File: src/rtl/irqx_pkg.sv
package irqx_pkg;
  typedef enum logic [1:0] {
    OP_EN_SET  = 2'd0,
    OP_EN_CLR  = 2'd1,
    OP_ACK_CLR = 2'd2,
    OP_PND_CLR = 2'd3
  } irqx_op_e;
endpackage

File: src/rtl/irqx_prio.sv
module irqx_prio #(
  parameter int W  = 8,
  parameter int IW = (W > 1) ? $clog2(W) : 1
) (
  input  logic [W-1:0]  req,
  output logic          any,
  output logic [IW-1:0] idx
);
  // lowest index wins: scan downwards so the last hit is the smallest
  always_comb begin
    any = |req;
    idx = '0;
    for (int i = W - 1; i >= 0; i--) begin
      if (req[i]) idx = IW'(i);
    end
  end
endmodule

File: src/rtl/irqx_pend_bank.sv
module irqx_pend_bank #(
  parameter int W = 8
) (
  input  logic         clk,
  input  logic         rst_n,
  input  logic [W-1:0] lines,
  input  logic [W-1:0] clr_mask,
  output logic [W-1:0] pend_o
);
  logic [W-1:0] prev_q, pend_q, pend_d, rise;

  always_comb begin
    rise   = lines & ~prev_q;
    // a fresh edge outranks any clear in the same cycle
    pend_d = (pend_q & ~clr_mask) | rise;
  end

  always_ff @(posedge clk or negedge rst_n) begin
    if (!rst_n) begin
      prev_q <= '0;
      pend_q <= '0;
    end else begin
      prev_q <= lines;
      pend_q <= pend_d;
    end
  end

  assign pend_o = pend_q;
endmodule

File: src/rtl/irqx_group.sv
module irqx_group #(
  parameter int W  = 8,
  parameter int IW = (W > 1) ? $clog2(W) : 1
) (
  input  logic          clk,
  input  logic          rst_n,
  input  logic [W-1:0]  lines,
  input  logic [W-1:0]  en_set,
  input  logic [W-1:0]  en_clr,
  input  logic [W-1:0]  pnd_clr,
  input  logic          fetch_hit,
  output logic [W-1:0]  pend_o,
  output logic [W-1:0]  en_o,
  output logic          win_any,
  output logic [IW-1:0] win_idx
);
  logic [W-1:0] en_q, en_d, fetch_clr, clr_all, live;
  logic         en_we;

  always_comb begin
    en_we     = (|en_set) | (|en_clr);
    en_d      = (en_q & ~en_clr) | en_set;
    fetch_clr = (fetch_hit && win_any) ? (W'(1) << win_idx) : '0;
    clr_all   = pnd_clr | fetch_clr;
    live      = pend_o & en_q;
  end

  always_ff @(posedge clk or negedge rst_n) begin
    if (!rst_n)     en_q <= '0;
    else if (en_we) en_q <= en_d;
  end

  irqx_pend_bank #(.W(W)) u_pend (
    .clk      (clk),
    .rst_n    (rst_n),
    .lines    (lines),
    .clr_mask (clr_all),
    .pend_o   (pend_o)
  );

  irqx_prio #(.W(W), .IW(IW)) u_prio (
    .req (live),
    .any (win_any),
    .idx (win_idx)
  );

  assign en_o = en_q;
endmodule

File: src/rtl/irqx_expander.sv
module irqx_expander #(
  parameter int NUM_GROUPS = 12,
  parameter int LINES      = 8
) (
  input  logic                                             clk,
  input  logic                                             rst_n,
  input  logic [NUM_GROUPS*LINES-1:0]                      irq_lines,
  input  logic                                             wr_en,
  input  logic [1:0]                                       wr_op,
  input  logic [$clog2(NUM_GROUPS)-1:0]                    wr_group,
  input  logic [((NUM_GROUPS > LINES) ? NUM_GROUPS : LINES)-1:0] wr_data,
  input  logic                                             fetch_strobe,
  input  logic [$clog2(NUM_GROUPS)-1:0]                    fetch_group,
  output logic [NUM_GROUPS-1:0]                            grp_req,
  output logic                                             vec_valid,
  output logic [$clog2(NUM_GROUPS)+$clog2(LINES)-1:0]      vec_idx
);
  import irqx_pkg::*;

  localparam int GW = $clog2(NUM_GROUPS);
  localparam int LW = $clog2(LINES);
  localparam int VW = GW + LW;
  localparam int NT = NUM_GROUPS * LINES;

  irqx_op_e              op;
  logic                  fetch_ok;
  logic [NUM_GROUPS-1:0] ack_q, ack_d, ack_clr, ack_set, win_any;
  logic                  ack_we;
  logic [LW-1:0]         win_idx [NUM_GROUPS];
  logic [NT-1:0]         pend_all, en_all;
  logic                  sel_any;
  logic [LW-1:0]         sel_idx;
  logic [VW-1:0]         vec_d, vec_q;
  logic                  vv_q;

  assign op       = irqx_op_e'(wr_op);
  assign fetch_ok = fetch_strobe && (fetch_group < GW'(NUM_GROUPS));

  for (genvar g = 0; g < NUM_GROUPS; g++) begin : g_grp
    logic             wr_hit, f_hit;
    logic [LINES-1:0] es, ec, pc;

    always_comb begin
      wr_hit     = wr_en && (wr_group == GW'(g));
      f_hit      = fetch_strobe && (fetch_group == GW'(g));
      es         = (wr_hit && op == OP_EN_SET)  ? wr_data[LINES-1:0] : '0;
      ec         = (wr_hit && op == OP_EN_CLR)  ? wr_data[LINES-1:0] : '0;
      pc         = (wr_hit && op == OP_PND_CLR) ? wr_data[LINES-1:0] : '0;
      ack_set[g] = f_hit;
      ack_clr[g] = wr_en && (op == OP_ACK_CLR) && wr_data[g];
    end

    irqx_group #(.W(LINES), .IW(LW)) u_grp (
      .clk       (clk),
      .rst_n     (rst_n),
      .lines     (irq_lines[g*LINES +: LINES]),
      .en_set    (es),
      .en_clr    (ec),
      .pnd_clr   (pc),
      .fetch_hit (f_hit),
      .pend_o    (pend_all[g*LINES +: LINES]),
      .en_o      (en_all[g*LINES +: LINES]),
      .win_any   (win_any[g]),
      .win_idx   (win_idx[g])
    );
  end

  // acknowledge latch: fetch set beats a same-cycle software clear
  always_comb begin
    ack_we = (|ack_set) | (|ack_clr);
    ack_d  = (ack_q & ~ack_clr) | ack_set;
  end

  always_ff @(posedge clk or negedge rst_n) begin
    if (!rst_n)      ack_q <= '0;
    else if (ack_we) ack_q <= ack_d;
  end

  assign grp_req = win_any & ~ack_q;

  always_comb begin
    sel_any = 1'b0;
    sel_idx = '0;
    for (int g = 0; g < NUM_GROUPS; g++) begin
      if (fetch_group == GW'(g)) begin
        sel_any = win_any[g];
        sel_idx = win_idx[g];
      end
    end
    vec_d = {fetch_group, (sel_any ? sel_idx : LW'(0))};
  end

  always_ff @(posedge clk or negedge rst_n) begin
    if (!rst_n) begin
      vv_q  <= 1'b0;
      vec_q <= '0;
    end else begin
      vv_q <= fetch_ok;
      if (fetch_ok) vec_q <= vec_d;
    end
  end

  assign vec_valid = vv_q;
  assign vec_idx   = vec_q;
endmodule

File: config.mk
export PLATFORM = sky130hd
export DESIGN_NAME = irqx_expander
export DESIGN_NICKNAME = d
export VERILOG_FILES = /design/src/rtl/irqx_pkg.sv /design/src/rtl/irqx_prio.sv /design/src/rtl/irqx_pend_bank.sv /design/src/rtl/irqx_group.sv /design/src/rtl/irqx_expander.sv
export SDC_FILE = /design/constraint.sdc
export NUM_CORES = 1
export LEC_CHECK = 0
export ABC_AREA = 1
export CAP_MARGIN = 15
export CORE_UTILIZATION = 25
export CTS_CLUSTER_SIZE = 40
export DETAILED_ROUTE_END_ITERATION = 12
export GPL_TIMING_DRIVEN = 0
export PLACE_DENSITY = 0.45
export SYNTH_ARGS = -nofsm -noshare
export SYNTH_HDL_FRONTEND = slang
export SYNTH_SLANG_ARGS = --single-unit
File: constraint.sdc
create_clock -name clk -period 1.35 [get_ports clk]
set_input_delay 0.27 -clock clk [delete_from_list [all_inputs] [get_ports clk]]
set_output_delay 0.27 -clock clk [all_outputs]
set_load 0.02 [all_outputs]
Word level (Yosys, flattened, before mapping):

Cells that the tools add are included.

* $lt $le $gt $ge: 1
* eq/ne operators: 25
* shifts and indexed selects: 12
* muxes and demuxes: 169
* bitwise gates (word level): 138
* reduce and logical (&&, ||, !) cells: 127

Operators by type and width (count)
* $and A8 B8 Y8: 48
* $mux W8: 48
* $mux W3: 109
* $not A8 Y8: 36
* $or A8 B8 Y8: 36
* $reduce_or A8 Y1: 36
* $shl A1 B3 Y8 const A: 12
* $logic_and A1 B1 Y1: 86
* $eq A4 B3 Y1 const B: 8
* $eq A4 B4 Y1 const B: 8
* $and A12 B12 Y12: 2
* $not A12 Y12: 2
* $reduce_or A12 Y1: 2
* $eq A4 B2 Y1 const B: 4
* $or A1 B1 Y1: 13
* $mux W1: 12
* $or A12 B12 Y12: 1
* $eq A4 B1 Y1 const B: 2
* $logic_not A4 Y1: 2
* $eq A2 B2 Y1 const B: 2
* $lt A4 B4 Y1 const B: 1
* $eq A2 B1 Y1 const B: 1
* $logic_not A2 Y1: 1

* bits in registers: 308
* bits of input ports: 122
* word-level logic and storage cells: 511

Depth between registers and ports, before layout:

* depth after elaboration: 22
* gate-level depth with buffers: 18
* mapped depth without buffers: 18

Cells and area by module:

A second synthesis with hierarchy kept.

* cell total of the unflattened synthesis: 2464
* area, all modules: 16617.2 um^2

Modules (own cells, without submodules)
* irqx_pend_bank: times used 12, cells an instance 56, area each 550.5 um^2, seq. area each 400.4 um^2
* irqx_group: times used 12, cells an instance 75, area each 494.2 um^2, seq. area each 200.2 um^2
* irqx_expander: times used 1, cells an instance 628, area each 2894.0 um^2, seq. area each 500.5 um^2
* irqx_prio: times used 12, cells an instance 22, area each 98.8 um^2, seq. area each 0.0 um^2

Worst setup path after synthesis:

OpenSTA, ideal clock, no wires.

* kind: register -> register
* start: reg g_grp[2].u_grp.u_pend.pend_q[1]
* end: reg vec_q[0] (netlist: vec_idx[0])
* setup time: 117 ps
* data arrival time: 1374 ps
* required time: 1233 ps
* slack: -141 ps
* cell stages (with the launch flop): 17
* buffers on the path: 0
* period minus slack after synthesis: 1491 ps
* cell sequence: dfrtp_1 -> nand2_1 -> nand2_2 -> nor2_4 -> inv_2 -> nor2_2 -> nor2_1 -> nor2_1 -> nand4_1 -> nor2_1 -> nand3_1 -> nand2_1 -> nand2_1 -> nand2_1 -> nor2_1 -> nand2_1 -> nand2_1

* cells in the longest elaborated chain, start to end: 14

RTL lines
* start: declaration: RTL line irqx_pend_bank.sv:10 `logic [W-1:0] prev_q, pend_q, pend_d, rise;`
* start signal: assignment: RTL line irqx_pend_bank.sv:24 `pend_q <= pend_d;`
* $and A8 B8 Y8 (*): RTL line irqx_group.sv:25 `live = pend_o & en_q;`
* $mux W3 (2 in a row): RTL line irqx_prio.sv:14 `if (req[i]) idx = IW'(i);`
* $mux W3 (10 in a row): RTL line irqx_expander.sv:85 `if (fetch_group == GW'(g)) begin`
* $mux W3 (*): RTL line irqx_expander.sv:90 `vec_d = {fetch_group, (sel_any ? sel_idx : LW'(0))};`
* end signal: assignment: RTL line irqx_expander.sv:99 `if (fetch_ok) vec_q <= vec_d;`
* end: declaration: RTL line irqx_expander.sv:33 `logic [VW-1:0] vec_d, vec_q;`

Mark *: on every way between the ends. The rest lies on a longest branch, timed or not.
A chain may end at the register's enable or synchronous reset.

Final worst setup path:

* start: reg g_grp[9].u_grp.en_q[1]
* end: out grp_req[9]

* cells in the longest elaborated chain, start to end: 3

RTL lines
* start: declaration: RTL line irqx_group.sv:17 `logic [W-1:0] en_q, en_d, fetch_clr, clr_all, live;`
* start signal: assignment: RTL line irqx_group.sv:30 `else if (en_we) en_q <= en_d;`
* $and A8 B8 Y8: RTL line irqx_group.sv:25
* $reduce_or A8 Y1: RTL line irqx_prio.sv:11 `any = |req;`
* $and A12 B12 Y12: RTL line irqx_expander.sv:79 `assign grp_req = win_any & ~ack_q;`
* end: declaration: RTL line irqx_expander.sv:14 `output logic [NUM_GROUPS-1:0] grp_req,`

No other way between the ends.

==> flow_metrics.env <==
export IMPL_seq_area_frac_synth=0.561
export IMPL_gr_total_overflow=0
export IMPL_clk_insertion_delay_late_ns=0.56
export IMPL_drive_above_1_share=0.380
export IMPL_mappedNetlistArea_um2=13700
export IMPL_critPathLaunchType="flop"
export IMPL_cts_sinks=308
export IMPL_first_iter_violations=876
export IMPL_fin_ws_ns=-0.674
export IMPL_vias=13200
export IMPL_die_height_um=236
export IMPL_dieArea_um2=55900
export IMPL_slew_limit_headroom=0.350
export IMPL_final_cell_mix="nand2_1, dfrtp_1, o21ai_0"
export IMPL_tightestPinTransition_ns=0.975
export IMPL_viasPerCell=4.82
export IMPL_rows=85
export IMPL_timing_fmax_mhz=494
export IMPL_synth_top_cell_area_share=0.561
export IMPL_period_needed_ns=2.02
export IMPL_ys_ff_latch=308
export IMPL_grt_setup_unrepaired="yes"
export IMPL_end_kind="output port"
export IMPL_path_cells="nand2_2, nand2_4, nor2_4, inv_2, nor3_4, nor2_1, buf_2"
export IMPL_antenna_found_initial=7
export IMPL_die_w_um=236
export IMPL_drv_cap=0
export IMPL_report_final_hold_viol_count=86
export IMPL_async_flop_share=1.00
export IMPL_status="finished, violations left"
export IMPL_totalPowerFinal_mw=30.9
export IMPL_hpwlAfterDp_um=36700
export IMPL_ant_nets=0
export IMPL_yosysTopAreaCell="dfrtp_1"
export IMPL_synth_top_family_by_area="simple AND/OR/NAND/NOR gates"
export IMPL_grt_pass1_vias=13400
export IMPL_gp_congestion=0.928
export IMPL_cts_buffers=38
export IMPL_final_common_cell="nand2_1"
export IMPL_synth_edf_count=0
export IMPL_post_route_drc_count=0
export IMPL_crit_fanout=2
export IMPL_ys_top_cells_by_area="dfrtp_1, nand2_1, o21ai_0"
export IMPL_skew_ns=0.0183
export IMPL_synth_compound_area_frac=0.151
export IMPL_synth_distinct_cells=25
export IMPL_core_area_um2=54000
export IMPL_cts_buffer_depth=3
export IMPL_synth_main_ff_cell="dfrtp_1"
export IMPL_max_stage_delay_ns=0.44
export IMPL_layout_area_overhead_vs_synth_pct=55.0
export IMPL_pin_count=142
export IMPL_wl_per_cell_um=20.6
export IMPL_postSynthCellCount=1657
export IMPL_fin_crit_sh=1.50
export IMPL_setup_tns_final_ns=-29.82
export IMPL_clk_pin_slew_ns=0.06
export IMPL_cts_root_buf="clkbuf_16"
export IMPL_peakVddDrop_mv=0.818
export IMPL_cp_top_family="simple AND/OR/NAND/NOR gates"
export IMPL_layout_nets=2147
export IMPL_grt_max_degree=110
export IMPL_cts_htree_levels=2
export IMPL_synthMuxAreaShare=0
export IMPL_violations="hold timing, setup timing"
export IMPL_worstPathRequired_ns=1.08
export IMPL_portBuffers=141
export IMPL_start_util=0.254
export IMPL_synthAdderAreaFrac=0
export IMPL_syn_nets=1779
export IMPL_setup_viol_count_final=117
export IMPL_postRouteWirelength_um=56600
export IMPL_hold_class="in2async"
export IMPL_slew_violations=0
export IMPL_grt_pass1_wl_um=83000
export IMPL_cp_slowest_cell="dfrtp_1"
export IMPL_synth_xor_xnor_area_share=0
export IMPL_critical_path_class="reg2out"
export IMPL_path_buf_inv=2
export IMPL_cts_tree="yes"
export IMPL_avgSynthCellArea_um2=8.29
export IMPL_cp_arrival_ns=1.75
export IMPL_whs_ns=-0.298
export IMPL_drt_pass1_iter_count=5
export IMPL_yosys_warnings=0
export IMPL_grtUsageTotal=0.199
export IMPL_p_leak_nw=9.40
export IMPL_power_per_cell_area_nw_per_um2=1450
export IMPL_synthSimpleGateAreaFrac=0.219
## per-stage QoR
| stage | instances | utilization | worst slack [ns] | cell area (um^2) |
|---|---|---|---|---|
| after global routing | 2746 | 0.394 | -0.755 | 21300 |
| after floorplan | 1657 | - | -0.135 | 13800 |
| final | 2748 | 0.394 | -0.674 | 21300 |
| after CTS | 2669 | 0.366 | -0.715 | 19800 |
| after detailed placement | 2496 | 0.298 | -1.48 | 16100 |
| after global placement | 2494 | 0.297 | -13.81 | 16000 |
## path summary, 6_finish.rpt
path | start | to | slack (ns) | depth (start not counted)
setup / recovery | g_grp[9].u_grp.en_o[1]$_DFFE_PN0P_ | grp_req[9] | -0.67 | 7
min in group clk | irq_lines[23] | g_grp[2].u_grp.u_pend.prev_q[7]$_DFF_PN0_ | 0.18 | 1
hold / removal | rst_n | g_grp[2].u_grp.u_pend.prev_q[5]$_DFF_PN0_ | -0.30 | 1
max in group asynchronous | rst_n | g_grp[8].u_grp.u_pend.prev_q[1]$_DFF_PN0_ | 0.25 | 3
setup reg to reg | g_grp[2].u_grp.en_o[7]$_DFFE_PN0P_ | vec_idx[0]$_DFFE_PN0P_ | -0.63 | 17
hold reg to reg | g_grp[8].u_grp.u_pend.prev_q[4]$_DFF_PN0_ | g_grp[8].u_grp.u_pend.pend_o[4]$_DFF_PN0_ | 0.40 | 1
## metal layers
| metal | part of all wire | vias up | wire (um) | track usage |
|---|---|---|---|---|
| met4 | 0.030 | 6 | 1700 | 0.0691 |
| met2 | 0.48 | 417 | 27000 | 0.326 |
| li1 | - | 6132 | - | - |
| met1 | 0.43 | 6584 | 24000 | 0.261 |
| met5 | 0.00072 | - | 41 | 0 |
| met3 | 0.066 | 107 | 3760 | 0.0367 |
## report_power, final
group          total (mW)  internal [mW]  switching [mW]
registers            10.5           9.94           0.537
logic                9.46           4.04            5.42
clock network        10.9           6.83            4.10
## flip-flops by register name, indices dropped and copies added, names as in the netlist
signal and flops:
g_grp.u_grp.en_o 96, g_grp.u_grp.u_pend.pend_o 96, g_grp.u_grp.u_pend.prev_q 96, ack_q 12
vec_idx 7, vec_valid 1
## cell usage after synthesis (17+ instances only)
master	instances
inv_1	192
o21ai_1	28
o221ai_1	43
nor2_2	19
o211ai_1	24
nand2_1	499
o22ai_1	30
nand3_1	40
nor2_1	129
a21oi_1	17
clkbuf_1	26
o21ai_0	208
nor3_1	26
dfrtp_1	308
inv_2	24
## what timing repair did
item | 4_1_cts | 5_1_grt
setup endpoints to repair | 237 | 225
gates resized for setup | 613 | 286
hold endpoints to repair | 86 | 86
gates cloned | 1 | 0
pin swaps | 137 | 165
buffers inserted | 120 | 89
## logic make-up (layout without fill, tap and decap cells)
group,count (synthesis),in the layout
DFF,308,308
buffers and inverters,252,645
other,0,2
AOI/OAI and AO/OA,360,360
and+or+nand+nor,737,737
## layout make-up
| class | count | area [um^2] |
|---|---|---|
| fillers | 5388 | 32700 |
| flip-flops and latches | 308 | 7710 |
| multi-input cells | 1097 | 7170 |
| repair buffers | 328 | 3120 |
| clock buffers | 56 | 1150 |
| inverters | 225 | 931 |
| well taps | 696 | 871 |
| plain buffers | 27 | 174 |
| clock inverters | 9 | 170 |
| diodes | 2 | 5.00 |
Power figures use the tool's default switching activity.
